## config.mk

```make
export PLATFORM = sky130hd
export DESIGN_NAME = nmi_pend_ctrl
export DESIGN_NICKNAME = d
export VERILOG_FILES = /design/src/rtl/nmi_pkg.sv /design/src/rtl/nmi_sync.sv /design/src/rtl/nmi_rise_det.sv /design/src/rtl/nmi_strap_latch.sv /design/src/rtl/nmi_track.sv /design/src/rtl/nmi_pend_ctrl.sv
export SDC_FILE = /design/constraint.sdc
export NUM_CORES = 1
export LEC_CHECK = 0
export BUFFER_PORTS_ARGS = -buffer_cell sky130_fd_sc_hd__buf_2
export CAP_MARGIN = 15
export CELL_PAD_IN_SITES_DETAIL_PLACEMENT = 0
export CELL_PAD_IN_SITES_GLOBAL_PLACEMENT = 2
export CORE_MARGIN = 8
export CORE_UTILIZATION = 24
export DETAILED_ROUTE_END_ITERATION = 16
export PLACE_DENSITY = 0.85
export SYNTH_ARGS = -nofsm -noshare
export SYNTH_HDL_FRONTEND = slang
export SYNTH_SLANG_ARGS = --single-unit
```

## constraint.sdc

```tcl
create_clock -name clk_i -period 1.8 [get_ports clk_i]
set_input_delay 0 -clock clk_i [delete_from_list [all_inputs] [get_ports clk_i]]
set_output_delay 0 -clock clk_i [all_outputs]
set_load 0.01 [all_outputs]
```

## src/rtl/nmi_pkg.sv

```systemverilog
package nmi_pkg;
  localparam int VEC_W       = 8;
  localparam int NMI_VEC     = 2;
  localparam int SYNC_STAGES = 2;
endpackage

```

## src/rtl/nmi_sync.sv

```systemverilog
module nmi_sync #(
  parameter int STAGES = 2
) (
  input  logic clk_i,
  input  logic rst_ni,
  input  logic d_i,
  output logic q_o
);
  logic [STAGES-1:0] q;

  generate
    for (genvar i = 0; i < STAGES; i++) begin : g_stage
      if (i == 0) begin : g_first
        always_ff @(posedge clk_i or negedge rst_ni)
          if (!rst_ni) q[0] <= 1'b0;
          else         q[0] <= d_i;
      end else begin : g_next
        always_ff @(posedge clk_i or negedge rst_ni)
          if (!rst_ni) q[i] <= 1'b0;
          else         q[i] <= q[i-1];
      end
    end
  endgenerate

  assign q_o = q[STAGES-1];
endmodule

```

## src/rtl/nmi_rise_det.sv

```systemverilog
module nmi_rise_det (
  input  logic clk_i,
  input  logic rst_ni,
  input  logic lvl_i,
  output logic rise_o
);
  logic hist_q;

  always_ff @(posedge clk_i or negedge rst_ni)
    if (!rst_ni) hist_q <= 1'b0;
    else         hist_q <= lvl_i;

  assign rise_o = lvl_i & ~hist_q;
endmodule

```

## src/rtl/nmi_strap_latch.sv

```systemverilog
module nmi_strap_latch (
  input  logic clk_i,
  input  logic rst_ni,
  input  logic strap_i,
  output logic hw_dis_o
);
  logic done_q, dis_q;

  // capture once, on the first edge after reset release; disabled until then
  always_ff @(posedge clk_i or negedge rst_ni)
    if (!rst_ni) begin
      done_q <= 1'b0;
      dis_q  <= 1'b1;
    end else if (!done_q) begin
      done_q <= 1'b1;
      dis_q  <= ~strap_i;
    end

  assign hw_dis_o = dis_q;
endmodule

```

## src/rtl/nmi_track.sv

```systemverilog
module nmi_track (
  input  logic clk_i,
  input  logic rst_ni,
  input  logic rise_i,
  input  logic accept_i,
  input  logic hret_i,
  output logic valid_o,
  output logic insvc_o
);
  logic pend_q, insvc_q, take;

  assign valid_o = pend_q & ~insvc_q;
  assign take    = valid_o & accept_i;
  assign insvc_o = insvc_q;

  // new edge wins over clearing, so an edge on the accept or return cycle is kept
  always_ff @(posedge clk_i or negedge rst_ni)
    if (!rst_ni)     pend_q <= 1'b0;
    else if (rise_i) pend_q <= 1'b1;
    else if (take)   pend_q <= 1'b0;

  always_ff @(posedge clk_i or negedge rst_ni)
    if (!rst_ni)      insvc_q <= 1'b0;
    else if (take)    insvc_q <= 1'b1;
    else if (hret_i)  insvc_q <= 1'b0;
endmodule

```

## src/rtl/nmi_pend_ctrl.sv

```systemverilog
module nmi_pend_ctrl #(
  parameter int VEC_W       = nmi_pkg::VEC_W,
  parameter int SYNC_STAGES = nmi_pkg::SYNC_STAGES
) (
  input  logic             clk_i,
  input  logic             rst_ni,
  input  logic             nmi_i,
  input  logic             strap_i,
  input  logic             lapic_en_i,
  output logic             req_valid_o,
  output logic [VEC_W-1:0] req_vector_o,
  input  logic             req_accept_i,
  input  logic             hret_i,
  output logic             lint_o
);
  logic nmi_lvl, lvl_rise, nmi_rise, hw_dis, local_mode, insvc;

  nmi_sync #(.STAGES(SYNC_STAGES)) u_sync (
    .clk_i(clk_i), .rst_ni(rst_ni), .d_i(nmi_i), .q_o(nmi_lvl)
  );

  nmi_rise_det u_rise (
    .clk_i(clk_i), .rst_ni(rst_ni), .lvl_i(nmi_lvl), .rise_o(lvl_rise)
  );

  nmi_strap_latch u_strap (
    .clk_i(clk_i), .rst_ni(rst_ni), .strap_i(strap_i), .hw_dis_o(hw_dis)
  );

  assign local_mode = lapic_en_i & ~hw_dis;
  assign nmi_rise   = lvl_rise & ~local_mode;
  assign lint_o     = nmi_lvl & local_mode;

  nmi_track u_track (
    .clk_i(clk_i), .rst_ni(rst_ni), .rise_i(nmi_rise),
    .accept_i(req_accept_i), .hret_i(hret_i),
    .valid_o(req_valid_o), .insvc_o(insvc)
  );

  assign req_vector_o = VEC_W'(nmi_pkg::NMI_VEC);
endmodule

```

Word level (Yosys, flattened, before mapping). Cells that the tools add are included.

Bits in registers: 7. Input port bits: 7. Output and inout bits: 10. Word-level logic and storage cells: 24.

Multiplexer cells: 4. Bitwise gates (word level): 11. Reduce and logical (&&, ||, !) cells: 2.

Operators with widths (count): AND 1 bit (6); NOT 1 bit (5); two-way mux 1 bit (4); nonzero test 2 bit (2).

Depth between registers and ports, before layout. Gate-level depths: netlist (run 1).

Depth after elaboration: 5. Mapped depth: 2. Gate-level depth less buffers: 2.

Cells and area by module. Synthesis (run 1) repeated with hierarchy kept, for this count alone.

Cell total of the unflattened synthesis: 29. Area total of the unflattened synthesis: 327.8 µm².

By module, submodules not included: nmi_track (instances 1, cells each 7, area each 90.1 µm², sequential area each 50.0 µm²); nmi_pend_ctrl (instances 1, cells each 13, area each 85.1 µm², sequential area each 0.0 µm²); nmi_strap_latch (instances 1, cells each 5, area each 63.8 µm², sequential area each 51.3 µm²); nmi_sync (instances 1, cells each 2, area each 50.0 µm², sequential area each 50.0 µm²); nmi_rise_det (instances 1, cells each 2, area each 38.8 µm², sequential area each 25.0 µm²).

Least setup slack after synthesis (run 1). Ideal clock, no wire load.

Path kind: reg2reg. From: register u_strap.dis_q, in the netlist u_strap.hw_dis_o. To: register u_track.pend_q. Setup time: 121 ps. Data arrival time: 712 ps. Data required time: 1679 ps. Path slack: 966 ps. Stages on the path, launching flop included: 3. Buffers on the path: 0. Period minus slack after synthesis: 834 ps. Cells stage by stage: dfstp_2 -> nand2b_4 -> a32o_2.

Cells in the longest elaborated chain, start to end: 5. Elaborated cells between the ends (all ways): 6. Classes of those cells: 1 x mux; 4 x bitwise; 1 x reduce/logical.

Ends and longest elaborated chain: start, declared (line nmi_strap_latch.sv:7) `logic done_q, dis_q;`; start signal, assigned (line nmi_strap_latch.sv:16) `dis_q <= ~strap_i;`; NOT 1 bit (*) (line nmi_pend_ctrl.sv:30) `assign local_mode = lapic_en_i & ~hw_dis;`; AND 1 bit (*) (line nmi_pend_ctrl.sv:30); NOT 1 bit (*) (line nmi_pend_ctrl.sv:31) `assign nmi_rise = lvl_rise & ~local_mode;`; AND 1 bit (*) (line nmi_pend_ctrl.sv:31); two-way mux 1 bit / nonzero test 2 bit (equally long branches); end signal, assigned (line nmi_track.sv:18) `if (!rst_ni) pend_q <= 1'b0;`; end signal, assigned (line nmi_track.sv:19) `else if (rise_i) pend_q <= 1'b1;`; end signal, assigned (line nmi_track.sv:20) `else if (take) pend_q <= 1'b0;`; end, declared (line nmi_track.sv:10) `logic pend_q, insvc_q, take;`.

Mark *: on every way between the ends. The rest lies on a longest branch, timed or not. A chain may end at the register's enable or synchronous reset.

Worst setup path after layout (run 1).
From: register u_strap.dis_q, in the netlist u_strap.hw_dis_o. To: output lint_o.

Cells in the longest elaborated chain, start to end: 3.

Ends and longest elaborated chain: NOT 1 bit (line nmi_pend_ctrl.sv:30); AND 1 bit (line nmi_pend_ctrl.sv:30); AND 1 bit (line nmi_pend_ctrl.sv:32) `assign lint_o = nmi_lvl & local_mode;`; end, declared (line nmi_pend_ctrl.sv:14) `output logic lint_o`.

Every way passes these cells.

==> results of run 1 <==
-- worst max path at each step --
| stage | from | end |
|---|---|---|
| after global placement | u_track.insvc_o$_DFFE_PN0P_ | u_track.pend_q$_DFFE_PN0P_ |
| after global routing | u_strap.hw_dis_o$_DFFE_PN1N_ | lint_o |
| after CTS | u_strap.hw_dis_o$_DFFE_PN1N_ | lint_o |
| after floorplan | u_strap.hw_dis_o$_DFFE_PN1N_ | u_track.pend_q$_DFFE_PN0P_ |
| after detailed placement | u_track.insvc_o$_DFFE_PN0P_ | u_track.pend_q$_DFFE_PN0P_ |
| final | u_strap.hw_dis_o$_DFFE_PN1N_ | lint_o |
-- registers in the layout (all words and copies together), names as in the netlist --
name / cells
u_strap.done_q: 1
u_strap.hw_dis_o: 1
u_sync.q_o: 1
u_rise.hist_q: 1
u_track.pend_q: 1
u_track.insvc_o: 1
u_sync.q: 1
-- layout make-up --
type	instances	area [um2]	area share, %
Clock buffer	4	26.3	6.44
Tap cell	15	18.8	4.60
Inverter	3	11.3	2.76
Multi-Input combinational cell	17	95.1	23.3
Timing Repair Buffer	12	80.1	19.6
Sequential cell	7	176	43.3
-- worst max-delay path: cells and delay by family, from the launching register on --
family / cells / cell delay (ns)
flops: 1 / 0.52
simple gates: 2 / 0.14
buf+inv: 1 / 0.13
-- layout by cell type, fill, tap and decap left out --
cell           count
nand2b_4           1
a22o_1             1
nand2b_1           1
inv_1              3
dlygate4sd3_1      4
a32o_2             1
conb_1             9
o21ai_1            1
nand2_1            1
nor2_1             1
clkbuf_1           1
nor2b_2            1
clkbuf_4           3
dfstp_2            1
buf_2              8
dfrtp_1            6
-- metal layers --
layer  up-vias  GRT usage [%]
met4         0           5.17
met3         2           4.26
met5         -              0
li1         99              -
met2         8           6.72
met1       101           3.43
-- report_power, final --
part           switching [mW]  total [mW]  leakage, nW  internal (mW)
sequential            0.00812       0.182       0.0824          0.174
combinational          0.0261      0.0557        0.125         0.0296
clock                  0.0572       0.142       0.0150         0.0845
-- timing repair --
action,CTS,global route
gates resized for setup,0,0
hold buffers,4,0
endpoints found under the hold margin,10,0
-- cells by family after synthesis --
logic type | Yosys count | synth area share [%]
buffers and inverters | 11 | 22.5
flip-flops | 7 | 55.7
AND/OR/NAND/NOR | 5 | 11.5
AO/OA/AOI/OAI | 3 | 7.90
other | 2 | 2.37
-- through the flow --
step                setup slack [ns]  cell area, um2  instances  power, mW
finish                         0.751             408         58      0.379
floorplan                      0.966             343         35      0.227
detailed placement             0.929             342         50      0.234
CTS                            0.739             408         58      0.388
global route                   0.718             408         58      0.402
global placement               0.950             342         50      0.233
==> results.sh, run 1 <==
export IMPL_area_growth_pct=28.9
export IMPL_holdPathEnd="u_track.insvc_o$_DFFE_PN0P_"
export IMPL_fillCellCount=148
export IMPL_crit_slowest_cell="dfstp_2"
export IMPL_wl_met2_um=275
export IMPL_drt_wl_total_um=514
export IMPL_wl_met3_um=63
export IMPL_wl_per_cell_um=8.86
export IMPL_first_pass_iters=4
export IMPL_timing_rr_end="u_track.pend_q$_DFFE_PN0P_"
export IMPL_post_cts_buffers=0
export IMPL_status="finished, final reports clean"
export IMPL_crit_fanout=2
export IMPL_irDropWorstVdd_v=0.000439
export IMPL_die_w_um=52.3
export IMPL_netlist_top_cells_count="8 x buf_4, 6 x dfrtp_1, 3 x inv_1"
export IMPL_drv_slew=0
export IMPL_max_freq_mhz=954
export IMPL_critPathMaxStageDelay_ns=0.52
export IMPL_ff2ff_setup_slack_ns=0.94
export IMPL_portBuffers=8
export IMPL_cts_sinks=7
export IMPL_dieArea_um2=2740
export IMPL_ys_types=13
export IMPL_clk_path_buf_depth=2
export IMPL_setup_viol=0
export IMPL_end_kind="output port"
export IMPL_crit_type="register to output port"
export IMPL_gr_total_overflow=0
export IMPL_period_share_pct=58.3
export IMPL_ys_seq_area_share_pct=55.7
export IMPL_clock_latency_ns=0.25
export IMPL_min_period_ns=1.05
export IMPL_power_density_nw_per_um2=930
export IMPL_grt_max_degree=8
export IMPL_cts_made_buffers=3
export IMPL_synth_seq_cells=7
export IMPL_nets=51
export IMPL_antenna_left=0
export IMPL_timing_hold_ws_ns=0.0557
export IMPL_num_rows=13
export IMPL_drv_cap=0
export IMPL_worstHoldPathType="input port to register"
export IMPL_grt_first_pass_wirelength_um=876
export IMPL_synth_main_ff_cell="dfrtp_1"
export IMPL_drcViolationCount=0
export IMPL_viasPerCell=3.62
export IMPL_start_util_pct=25.0
export IMPL_top_layer_used="met4"
export IMPL_yosysTopAreaCellShare_pct=47.4
export IMPL_tritoncts="done"
export IMPL_synth_edff_count=0
export IMPL_rsz0062_at_grt="no"
export IMPL_synth_area_um2=317
export IMPL_fp_dieH_um=52.3
export IMPL_vias=210
export IMPL_clk_pin_slew_worst_paths_ns=0.05
export IMPL_synth_area_leaders="dfrtp_1 47%, buf_4 19%, dfstp_2 8.3%, nand2b_4 4.3%, a32o_2 3.6%"
export IMPL_track_usage_pct=4.69
export IMPL_pin_count=17
export IMPL_clock_root_buffer="clkbuf_4"
export IMPL_cp_required_ns=1.80
export IMPL_setup_tns_ns=0
export IMPL_drt_iter0_drc=4
export IMPL_gp_congestion=0.631
export IMPL_clock_skew_ns=0.00534
export IMPL_dp_hpwl_um=420
export IMPL_grt_pass1_vias=215
export IMPL_p_leak_nw=0.222
export IMPL_critPathLaunchType="register"
export IMPL_antennaDiodeCount=0
export IMPL_drive_gt1_share_pct=34.9
export IMPL_critPathArrivalTime_ns=1.05
export IMPL_yosys_area_top_type="dfrtp_1"
export IMPL_reg2regPathDepth=2
export IMPL_rr_startpoint="u_track.insvc_o$_DFFE_PN0P_"
export IMPL_coreArea_um2=1270
export IMPL_antenna_found_initial=0
export IMPL_syn_inst=28
export IMPL_final_util_pct=32.1
export IMPL_yosys_warnings=0
export IMPL_drt_met1_wl_um=155
export IMPL_synth_most_common_cell="buf_4"
export IMPL_path_cells="nand2b_4, nor2_1, buf_2"
export IMPL_async_flop_share_pct=100
export IMPL_hold_viol=0
export IMPL_htreeDepth=1
export IMPL_holdCritStartpoint="hret_i"
export IMPL_holdPathStages=3
export IMPL_syn_area_per_cell_um2=11.3
Note: power is estimated with default switching activity, not from simulation.
==> run 2: changes to the inputs <==
--- a/config.mk
+++ b/config.mk
@@ -5,14 +5,15 @@
 export SDC_FILE = /design/constraint.sdc
 export NUM_CORES = 1
 export LEC_CHECK = 0
+export ABC_AREA = 1
 export BUFFER_PORTS_ARGS = -buffer_cell sky130_fd_sc_hd__buf_2
 export CAP_MARGIN = 15
 export CELL_PAD_IN_SITES_DETAIL_PLACEMENT = 0
 export CELL_PAD_IN_SITES_GLOBAL_PLACEMENT = 2
 export CORE_MARGIN = 8
-export CORE_UTILIZATION = 24
+export CORE_UTILIZATION = 19
 export DETAILED_ROUTE_END_ITERATION = 16
-export PLACE_DENSITY = 0.85
+export PLACE_DENSITY = 0.78
 export SYNTH_ARGS = -nofsm -noshare
 export SYNTH_HDL_FRONTEND = slang
 export SYNTH_SLANG_ARGS = --single-unit
==> constraint.sdc (replaced) <==
create_clock -name clk_i -period 0.9 [get_ports clk_i]
set_input_delay 0 -clock clk_i [delete_from_list [all_inputs] [get_ports clk_i]]
set_output_delay 0 -clock clk_i [all_outputs]
set_load 0.01 [all_outputs]
==> run 2 against run 1 <==
Effect of this change:
- the flow now finishes with violations (setup timing)
- sequential power grew 100%
- worst hold slack worse by 0.040 ns
- clock power increased by 94%
- flip-flop and latch count unchanged
- critical path type unchanged
- critical endpoint unchanged
==> results.sh, run 2 <==
export IMPL_p_leak_nw=0.225
export IMPL_final_common_cell="conb_1"
export IMPL_yosys_warnings=0
export IMPL_coreArea_um2=1520
export IMPL_antenna_left=0
export IMPL_internal_power_uw=567
export IMPL_reg2regPathDepth=5
export IMPL_clock_root_buffer="clkbuf_4"
export IMPL_ys_types=9
export IMPL_crit_slowest_cell="dfstp_2"
export IMPL_yosys_area_top_type="dfrtp_1"
export IMPL_path_cells="inv_2, nand2_2, nor2_1, buf_2"
export IMPL_area_growth_pct=34.8
export IMPL_gp_congestion=0.571
export IMPL_final_cell_mix="9 x conb_1, 8 x buf_2, 6 x dfrtp_1, 4 x inv_1, 4 x dlygate4sd3_1"
export IMPL_critPathMaxStageDelay_ns=0.53
export IMPL_track_usage_pct=3.79
export IMPL_synth_area_um2=309
export IMPL_fillCellCount=179
export IMPL_syn_inst=33
export IMPL_nets=57
export IMPL_cts_made_buffers=3
export IMPL_synth_most_common_cell="buf_4"
export IMPL_synth_main_ff_cell="dfrtp_1"
export IMPL_vias=225
export IMPL_drcViolationCount=0
export IMPL_worstHoldPathType="input port to register"
export IMPL_power_density_nw_per_um2=1810
export IMPL_antennaDiodeCount=0
export IMPL_crit_type="register to output port"
export IMPL_max_freq_mhz=974
export IMPL_pwr_share_seq_pct=48.5
export IMPL_clock_skew_ns=0.00488
export IMPL_swShare_pct=24.9
export IMPL_ys_seq_area_share_pct=57.1
export IMPL_setup_viol=1
export IMPL_clk_pin_slew_worst_paths_ns=0.05
export IMPL_period_share_pct=114
export IMPL_cts_sinks=7
export IMPL_design_area_um2=417
export IMPL_wl_per_cell_um=8.63
export IMPL_clock_latency_ns=0.25
export IMPL_power_switching_uw=188
export IMPL_portBuffers=8
export IMPL_pin_count=17
export IMPL_htreeDepth=1
export IMPL_end_kind="output port"
export IMPL_drt_iter0_drc=0
export IMPL_yosysTopAreaCellShare_pct=48.6
export IMPL_dieArea_um2=3170
export IMPL_p_clk_share_pct=36.5
export IMPL_async_flop_share_pct=100
export IMPL_drt_wl_total_um=561
export IMPL_synth_edff_count=0
export IMPL_num_rows=14
export IMPL_holdPathStages=3
export IMPL_pwr_share_comb_pct=15.0
export IMPL_fp_dieH_um=56.3
export IMPL_crit_fanout=2
export IMPL_status="complete, but fails checks"
export IMPL_worst_slack_ns=-0.126
export IMPL_synth_seq_cells=7
export IMPL_critPathLaunchType="register"
export IMPL_first_pass_iters=1
export IMPL_hold_viol=0
export IMPL_violations="setup timing"
export IMPL_antenna_found_initial=0
export IMPL_grt_first_pass_wirelength_um=945
export IMPL_min_period_ns=1.03
export IMPL_syn_area_per_cell_um2=9.37
export IMPL_drv_slew=0
export IMPL_grt_max_degree=8
export IMPL_die_w_um=56.3
export IMPL_tritoncts="done"
export IMPL_clk_path_buf_depth=2
export IMPL_cp_required_ns=0.90
export IMPL_grt_pass1_vias=235
export IMPL_gr_total_overflow=0
export IMPL_rsz0062_at_grt="yes"
export IMPL_start_util_pct=20.3
export IMPL_netlist_top_cells_count="8 x buf_4, 6 x dfrtp_1, 5 x inv_1"
export IMPL_drv_cap=0
export IMPL_setup_tns_ns=-0.126
export IMPL_drive_gt1_share_pct=34.7
export IMPL_critPathArrivalTime_ns=1.03
export IMPL_irDropWorstVdd_v=0.000966
export IMPL_synth_area_leaders="dfrtp_1 49%, buf_4 19%, dfstp_2 8.5%, inv_1 6.1%, o21ai_1 4.9%"
export IMPL_seqCellArea_um2=176
export IMPL_placed_area_um2=335
export IMPL_viasPerCell=3.46
export IMPL_multi_input_area_um2=87.6
-- run 2: cell types whose count changed after synthesis, sizes merged --
cell and change:
nand2 +3, inv +2, nand2b -2, nor2 +2
o21ai +2, a22o -1, a32o -1, nand3 +1
nor2b -1
-- run 2: layout make-up --
class,count,area share (%)
Timing Repair Buffer,13,21.0
Clock buffer,4,6.31
Sequential cell,7,42.3
Inverter,5,4.50
Multi-Input combinational cell,20,21.0
Tap cell,16,4.80
-- run 2: worst max-delay path: cells and delay by family, from the launching register on --
family,cells,cell delay (ns)
flops,1,0.53
buf+inv,2,0.16
simple gates,2,0.09
-- run 2: path summary, 6_finish.rpt --
path	startpoint	endpoint	slack, ns
setup / recovery	u_strap.hw_dis_o$_DFFE_PN1N_	lint_o	-0.13
hold / removal	req_accept_i	u_track.insvc_o$_DFFE_PN0P_	0.02
setup reg to reg	u_strap.hw_dis_o$_DFFE_PN1N_	u_track.pend_q$_DFFE_PN0P_	0.02
hold reg to reg	u_sync.q[0]$_DFF_PN0_	u_sync.q_o$_DFF_PN0_	0.35
max in group asynchronous	rst_ni	u_strap.hw_dis_o$_DFFE_PN1N_	0.56
min in group asynchronous	rst_ni	u_track.pend_q$_DFFE_PN0P_	0.11
-- run 2: repair_timing --
action,CTS,global route
setup buffers,0,1
resized for setup,0,4
endpoints found under the hold margin,10,0
hold buffers,4,0
pin swaps,0,2
endpoints found under the setup margin,1,2
-- run 2: cell families after synthesis --
family	share of synthesized area (%)
buffers and inverters	25.5
and+or+nand+nor	10.1
DFF	57.1
AOI/OAI and AO/OA	4.86
other	2.43
-- run 2: metal layers --
| layer | global-route usage [%] | vias up | part of all wire (%) |
|---|---|---|---|
| met2 | 5.71 | 12 | 49 |
| met3 | 4.72 | 0 | 16 |
| met4 | 1.03 | 0 | 0 |
| met1 | 3.00 | 100 | 35 |
| met5 | 0 | - | 0 |
| li1 | - | 113 | - |
-- run 2: power groups by stage --
stage / registers, mW / clock network [mW] / logic, mW
2_1_floorplan: 0.365 / 0 / 0.0806
3_3_place_gp: 0.368 / 0 / 0.0881
3_5_place_dp: 0.369 / 0 / 0.0883
4_1_cts: 0.365 / 0.296 / 0.103
5_1_grt: 0.369 / 0.315 / 0.129
6_report: 0.366 / 0.276 / 0.114
-- run 2: per-stage QoR --
step / utilization (%) / power [mW] / setup slack [ns] / hold WS [ns] / cells
6_report: 27.3 / 0.755 / -0.126 / 0.0157 / 65
3_3_place_gp: 22.0 / 0.456 / 0.113 / -0.165 / 56
4_1_cts: 26.4 / 0.763 / -0.157 / 0.00855 / 64
5_1_grt: 27.3 / 0.813 / -0.179 / 0.0378 / 65
3_5_place_dp: 22.0 / 0.457 / 0.0892 / -0.165 / 56
2_1_floorplan: - / 0.446 / 0.146 / -0.296 / 40
